$ cat config.mk
export PLATFORM = sky130hd
export DESIGN_NAME = sr_shutdown_seq
export DESIGN_NICKNAME = d
export VERILOG_FILES = /design/src/rtl/srs_pkg.sv /design/src/rtl/srs_rank_pick.sv /design/src/rtl/srs_fsm.sv /design/src/rtl/srs_pwr_hold.sv /design/src/rtl/sr_shutdown_seq.sv
export SDC_FILE = /design/constraint.sdc
export NUM_CORES = 1
export LEC_CHECK = 0
export ABC_AREA = 0
export BUFFER_PORTS_ARGS = -buffer_cell sky130_fd_sc_hd__buf_4
export CAP_MARGIN = 20
export CORE_MARGIN = 1
export CORE_UTILIZATION = 40
export DETAILED_ROUTE_END_ITERATION = 8
export MAX_ROUTING_LAYER = met4
export PLACE_DENSITY = 0.63
export SLEW_MARGIN = 20
export SYNTH_ARGS = -nofsm -noshare
export SYNTH_HDL_FRONTEND = slang
export SYNTH_SLANG_ARGS = --single-unit
$ cat constraint.sdc
create_clock -name clk -period 2 [get_ports clk]
set_clock_uncertainty 0.05 [all_clocks]
set_input_delay 0.1 -clock clk [delete_from_list [all_inputs] [get_ports clk]]
set_output_delay 0.1 -clock clk [all_outputs]
set_load 0.02 [all_outputs]
$ cat src/rtl/srs_pkg.sv
package srs_pkg;

    typedef enum logic [2:0] {
        ST_IDLE      = 3'd0,
        ST_FLUSH     = 3'd1,
        ST_WAIT_EMPTY= 3'd2,
        ST_WAIT_SRQ  = 3'd3,
        ST_RANK_CMD  = 3'd4,
        ST_RANK_WAIT = 3'd5,
        ST_DONE      = 3'd6
    } srs_state_e;

endpackage

$ cat src/rtl/srs_rank_pick.sv
// Finds the lowest populated rank whose index is at or above start_i.
module srs_rank_pick #(
    parameter int NUM_RANKS = 4,
    parameter int IDX_W     = (NUM_RANKS > 1) ? $clog2(NUM_RANKS) : 1,
    parameter int CNT_W     = $clog2(NUM_RANKS + 1)
) (
    input  logic [NUM_RANKS-1:0] mask_i,
    input  logic [CNT_W-1:0]     start_i,
    output logic                 found_o,
    output logic [IDX_W-1:0]     idx_o
);

    logic [NUM_RANKS-1:0] cand;

    for (genvar g = 0; g < NUM_RANKS; g++) begin : g_cand
        assign cand[g] = mask_i[g] && (CNT_W'(g) >= start_i);
    end

    always_comb begin
        found_o = 1'b0;
        idx_o   = '0;
        for (int r = NUM_RANKS - 1; r >= 0; r--) begin
            if (cand[r]) begin
                found_o = 1'b1;
                idx_o   = IDX_W'(r);
            end
        end
    end

endmodule

$ cat src/rtl/srs_fsm.sv
module srs_fsm
    import srs_pkg::*;
#(
    parameter int NUM_RANKS = 4,
    parameter int IDX_W     = (NUM_RANKS > 1) ? $clog2(NUM_RANKS) : 1,
    parameter int CNT_W     = $clog2(NUM_RANKS + 1)
) (
    input  logic                 clk,
    input  logic                 rst_n,
    input  logic                 flush_req_i,
    input  logic                 queues_empty_i,
    input  logic                 sr_req_i,
    input  logic [NUM_RANKS-1:0] rank_populated_i,
    input  logic [NUM_RANKS-1:0] rank_sr_done_i,
    input  logic                 pick_found_i,
    input  logic [IDX_W-1:0]     pick_idx_i,
    output logic [CNT_W-1:0]     pick_start_o,
    output logic                 queue_flush_o,
    output logic                 queues_empty_o,
    output logic [NUM_RANKS-1:0] rank_sr_cmd_o,
    output logic                 sr_ack_o
);

    typedef struct packed {
        srs_state_e       state;
        logic [IDX_W-1:0] idx;
    } fsm_regs_t;

    fsm_regs_t r_d, r_q;

    // Search from rank 0 on entry, from the rank after the current one later.
    always_comb begin
        if (r_q.state == ST_RANK_WAIT) begin
            pick_start_o = CNT_W'(r_q.idx) + CNT_W'(1);
        end else begin
            pick_start_o = '0;
        end
    end

    always_comb begin
        r_d = r_q;
        unique case (r_q.state)
            ST_IDLE: begin
                if (flush_req_i) r_d.state = ST_FLUSH;
            end
            ST_FLUSH: begin
                r_d.state = ST_WAIT_EMPTY;
            end
            ST_WAIT_EMPTY: begin
                if (queues_empty_i) r_d.state = ST_WAIT_SRQ;
            end
            ST_WAIT_SRQ: begin
                if (sr_req_i) begin
                    if (pick_found_i) begin
                        r_d.state = ST_RANK_CMD;
                        r_d.idx   = pick_idx_i;
                    end else begin
                        r_d.state = ST_DONE;
                    end
                end
            end
            ST_RANK_CMD: begin
                r_d.state = ST_RANK_WAIT;
            end
            ST_RANK_WAIT: begin
                if (rank_sr_done_i[r_q.idx]) begin
                    if (pick_found_i) begin
                        r_d.state = ST_RANK_CMD;
                        r_d.idx   = pick_idx_i;
                    end else begin
                        r_d.state = ST_DONE;
                    end
                end
            end
            ST_DONE: begin
                r_d = r_q;
            end
            default: begin
                r_d.state = ST_IDLE;
                r_d.idx   = '0;
            end
        endcase
    end

    always_ff @(posedge clk or negedge rst_n) begin
        if (!rst_n) begin
            r_q.state <= ST_IDLE;
            r_q.idx   <= '0;
        end else begin
            r_q <= r_d;
        end
    end

    always_comb begin
        queue_flush_o  = (r_q.state != ST_IDLE);
        queues_empty_o = (r_q.state == ST_WAIT_SRQ) || (r_q.state == ST_RANK_CMD) ||
                         (r_q.state == ST_RANK_WAIT) || (r_q.state == ST_DONE);
        sr_ack_o       = (r_q.state == ST_DONE);
        rank_sr_cmd_o  = '0;
        if (r_q.state == ST_RANK_CMD) rank_sr_cmd_o[r_q.idx] = 1'b1;
    end

    // flush is never withdrawn once raised
    p_flush_hold_r2: assert property (@(posedge clk) disable iff (!rst_n)
        queue_flush_o |=> queue_flush_o);

    // drain report only follows an observed empty queue
    p_empty_gate_r3: assert property (@(posedge clk) disable iff (!rst_n)
        $rose(queues_empty_o) |-> $past(queues_empty_i));

    // no rank command before the drain report
    p_cmd_after_empty_r4: assert property (@(posedge clk) disable iff (!rst_n)
        (|rank_sr_cmd_o) |-> queues_empty_o);

    // commands are one-hot single-cycle pulses
    p_cmd_onehot_r5: assert property (@(posedge clk) disable iff (!rst_n)
        $onehot0(rank_sr_cmd_o));
    p_cmd_pulse_r5: assert property (@(posedge clk) disable iff (!rst_n)
        (|rank_sr_cmd_o) |=> !(|rank_sr_cmd_o));

    // unpopulated ranks never receive a command
    p_skip_unpop_r6: assert property (@(posedge clk) disable iff (!rst_n)
        (rank_sr_cmd_o & ~rank_populated_i) == '0);

    // acknowledge only with all populated ranks done, and it holds
    p_ack_all_done_r7: assert property (@(posedge clk) disable iff (!rst_n)
        sr_ack_o |-> ((rank_sr_done_i & rank_populated_i) == rank_populated_i));
    p_ack_hold_r7: assert property (@(posedge clk) disable iff (!rst_n)
        sr_ack_o |=> sr_ack_o);

endmodule

$ cat src/rtl/srs_pwr_hold.sv
// Registers the power-safe flag one cycle behind the acknowledge.
module srs_pwr_hold (
    input  logic clk,
    input  logic rst_n,
    input  logic sr_ack_i,
    output logic pwr_safe_o
);

    logic pwr_d, pwr_q;

    always_comb begin
        pwr_d = pwr_q | sr_ack_i;
    end

    always_ff @(posedge clk or negedge rst_n) begin
        if (!rst_n) pwr_q <= 1'b0;
        else        pwr_q <= pwr_d;
    end

    assign pwr_safe_o = pwr_q;

    // power-safe rises one cycle after the acknowledge and holds
    p_pwr_after_ack_r8: assert property (@(posedge clk) disable iff (!rst_n)
        $rose(pwr_safe_o) |-> $past(sr_ack_i));
    p_pwr_hold_r8: assert property (@(posedge clk) disable iff (!rst_n)
        pwr_safe_o |=> pwr_safe_o);

endmodule

$ cat src/rtl/sr_shutdown_seq.sv
module sr_shutdown_seq #(
    parameter int NUM_RANKS = 4
) (
    input  logic                 clk,
    input  logic                 rst_n,
    input  logic                 flush_req_i,
    input  logic                 queues_empty_i,
    input  logic                 sr_req_i,
    input  logic [NUM_RANKS-1:0] rank_populated_i,
    input  logic [NUM_RANKS-1:0] rank_sr_done_i,
    output logic                 queue_flush_o,
    output logic                 queues_empty_o,
    output logic [NUM_RANKS-1:0] rank_sr_cmd_o,
    output logic                 sr_ack_o,
    output logic                 pwr_safe_o
);

    localparam int IDX_W = (NUM_RANKS > 1) ? $clog2(NUM_RANKS) : 1;
    localparam int CNT_W = $clog2(NUM_RANKS + 1);

    logic [CNT_W-1:0] pick_start;
    logic             pick_found;
    logic [IDX_W-1:0] pick_idx;

    srs_rank_pick #(
        .NUM_RANKS(NUM_RANKS), .IDX_W(IDX_W), .CNT_W(CNT_W)
    ) u_pick (
        .mask_i  (rank_populated_i),
        .start_i (pick_start),
        .found_o (pick_found),
        .idx_o   (pick_idx)
    );

    srs_fsm #(
        .NUM_RANKS(NUM_RANKS), .IDX_W(IDX_W), .CNT_W(CNT_W)
    ) u_fsm (
        .clk              (clk),
        .rst_n            (rst_n),
        .flush_req_i      (flush_req_i),
        .queues_empty_i   (queues_empty_i),
        .sr_req_i         (sr_req_i),
        .rank_populated_i (rank_populated_i),
        .rank_sr_done_i   (rank_sr_done_i),
        .pick_found_i     (pick_found),
        .pick_idx_i       (pick_idx),
        .pick_start_o     (pick_start),
        .queue_flush_o    (queue_flush_o),
        .queues_empty_o   (queues_empty_o),
        .rank_sr_cmd_o    (rank_sr_cmd_o),
        .sr_ack_o         (sr_ack_o)
    );

    srs_pwr_hold u_pwr (
        .clk        (clk),
        .rst_n      (rst_n),
        .sr_ack_i   (sr_ack_o),
        .pwr_safe_o (pwr_safe_o)
    );

endmodule

==> impl_metrics.toml <==
[synthesis]
synthArstFlopShare_pct = 100
syn-cell-area_um2 = 606
yosysSeqAreaShare_pct = 24.8
synth_edf_count = 0
syn_avg_cell_area_um2 = 8.53
ys_types = 34
synthFlopType = "dfrtp_1"
ys_warn_count = 0
synthCells = 71
synth-seq-cells = 6
synthesis.nets = 88

[clock_network]
cts_buffers = 3
cts_max_level = 1
clock_latency_ns = 0.25
path_clk_slew_ns = 0.05
cts_tree = "built"
cts-hold-fix-buffers = 1
clockBufferDepth = 2
cts.sinks = 6
ctsResizeCount = 0
cts_setup_buffers = 0
cts_root_buf = "clkbuf_4"

[cells_and_area]
final_common_cell = "buf_4"
final_cell_mix = "22 x buf_4, 9 x nor2_1, 6 x dfrtp_1"
final_util_pct = 57.8
diodes = 0
syn_to_final_growth_pct = 28.9
num-nets-final = 112
layout-drive-gt1-share_pct = 36.6

[worst_hold_path]
holdCritPathClass = "in2reg"

[floorplanning]
die_area_um2 = 1670
start_util_pct = 44.9
fp.dieW_um = 40.9
die_y_um = 40.9
num_rows = 13
io_pins = 21
coreArea_um2 = 1350

[route]
drt_iter0_markers = 4
routed_wl_um = 1290
wl_per_cell_um = 12.0
ant_nets = 0
drt_first_pass_iters = 4
num_vias = 573
drc_errors = 0
via_per_inst = 5.31

[flow_run]
cap_viol_max_count = 0

[setup_path]
arrival_ns = 1.87
path_class = "reg2reg"
cp.required_ns = 2.09
crit_fanout = 6
cp-start-kind = "register"
end_kind = "register"

[grt]
antenna_found_initial = 0
globalRouteMet3Util_pct = 0
grt_max_degree = 14
use_met2_pct = 23.8
track_usage_pct = 17.9
grt_pass1_wl_um = 1960
grt_overflow = 0
grt.busiest_layer = "met1"
grt_pass1_vias = 451
grtUsageMet1_pct = 27.8

[run_status]
status = "complete, no violations"

[timing]
tightestPinTransition_ns = 0.405
fin_crit_sh_pct = 89.3
hold_viol = 0
rsz0062_at_grt = "no"
max_slew_margin_pct = 73.0
finalCriticalPeriod_ns = 1.79
maxSlewViolCount = 0
clock.fmax_mhz = 560
setup_slack_ns = 0.213
setup_violations = 0
tns_ns = 0

[power]
power_density_nw_per_um2 = 1360
vdd_drop_max_mv = 0.556
leakage_nw = 0.398

[place]
pre_cts_slack_ns = 0.220
globalplace.congestion = 0.744
numPortBuffers = 20
post-dp-hpwl_um = 1010
metal layers:
metal	up-vias	share of wire [%]	wire [µm]
met5	-	0	0
met2	13	46	593
li1	297	-	-
met4	0	1.3	17
met1	261	50	644
met3	2	2.9	38
cell type report:
type	instances	area, µm²
tap	15	18.8
timing repair buffer	23	175
sequential	6	150
multi-input combinational	55	392
fill	115	569
clock buffer	3	22.5
inverter	6	22.5
critical path, cell delays in order (launching register included):
cell and delay [ns]:
dfrtp_1 0.45, inv_1 0.11, ha_1 0.34, nor2_1 0.11
nor2_1 0.07, a41oi_1 0.29, o32a_1 0.19, o21ai_1 0.07
power by group:
part | internal [mW] | total [mW] | switching (mW)
clock | 0.0684 | 0.119 | 0.0510
sequential | 0.176 | 0.280 | 0.104
combinational | 0.299 | 0.660 | 0.361
stage by stage:
step                cells  instance area [µm²]  total power, mW  hold WS (ns)
CTS                   108                  781             1.06        0.0812
global placement      104                  748            0.938        -0.137
global route          108                  781             1.15         0.125
finish                108                  781             1.06        0.0798
detailed placement    104                  748            0.935        -0.138
floorplan              71                  606            0.789        -0.246
Yosys cell counts, drive strengths merged (2+ instances only):
cell type  number  area [µm²]
and3            5        31.3
dfrtp           6         150
buf             2        18.8
inv             6        22.5
a21oi           5        25.0
o21ai           9        52.6
nand2           5        21.3
nor2            9        33.8
ha              4        50.1
cells by family (layout without fill, tap and decap cells):
kind of cell	after synthesis	after routing	synth area share (%)
compound gates	22	22	24.2
xor+xnor	2	2	2.89
fa+ha+maj	4	4	8.26
buf+inv	10	32	10.5
flops	6	6	24.8
mux	2	2	5.37
simple gates	25	25	24.0
registers in the layout, summed over array words and instances, names as in the netlist:
name / flops
u_fsm.r_q: 5
u_pwr.pwr_safe_o: 1
final timing paths:
kind / from / endpoint / slack [ns] / cells after the start
setup / recovery: u_fsm.r_q[0]$_DFFE_PN0P_ / u_fsm.r_q[3]$_DFFE_PN0P_ / 0.21 / 7
hold / removal: sr_req_i / u_fsm.r_q[4]$_DFFE_PN0P_ / 0.08 / 3
setup reg to reg: u_fsm.r_q[0]$_DFFE_PN0P_ / u_fsm.r_q[3]$_DFFE_PN0P_ / 0.21 / 7
hold reg to reg: u_pwr.pwr_safe_o$_DFF_PN0_ / u_pwr.pwr_safe_o$_DFF_PN0_ / 0.43 / 1
max in group asynchronous: rst_n / u_pwr.pwr_safe_o$_DFF_PN0_ / 1.63 / 2
min in group asynchronous: rst_n / u_fsm.r_q[1]$_DFFE_PN0P_ / 0.15 / 2
Power figures use the tool's default switching activity.
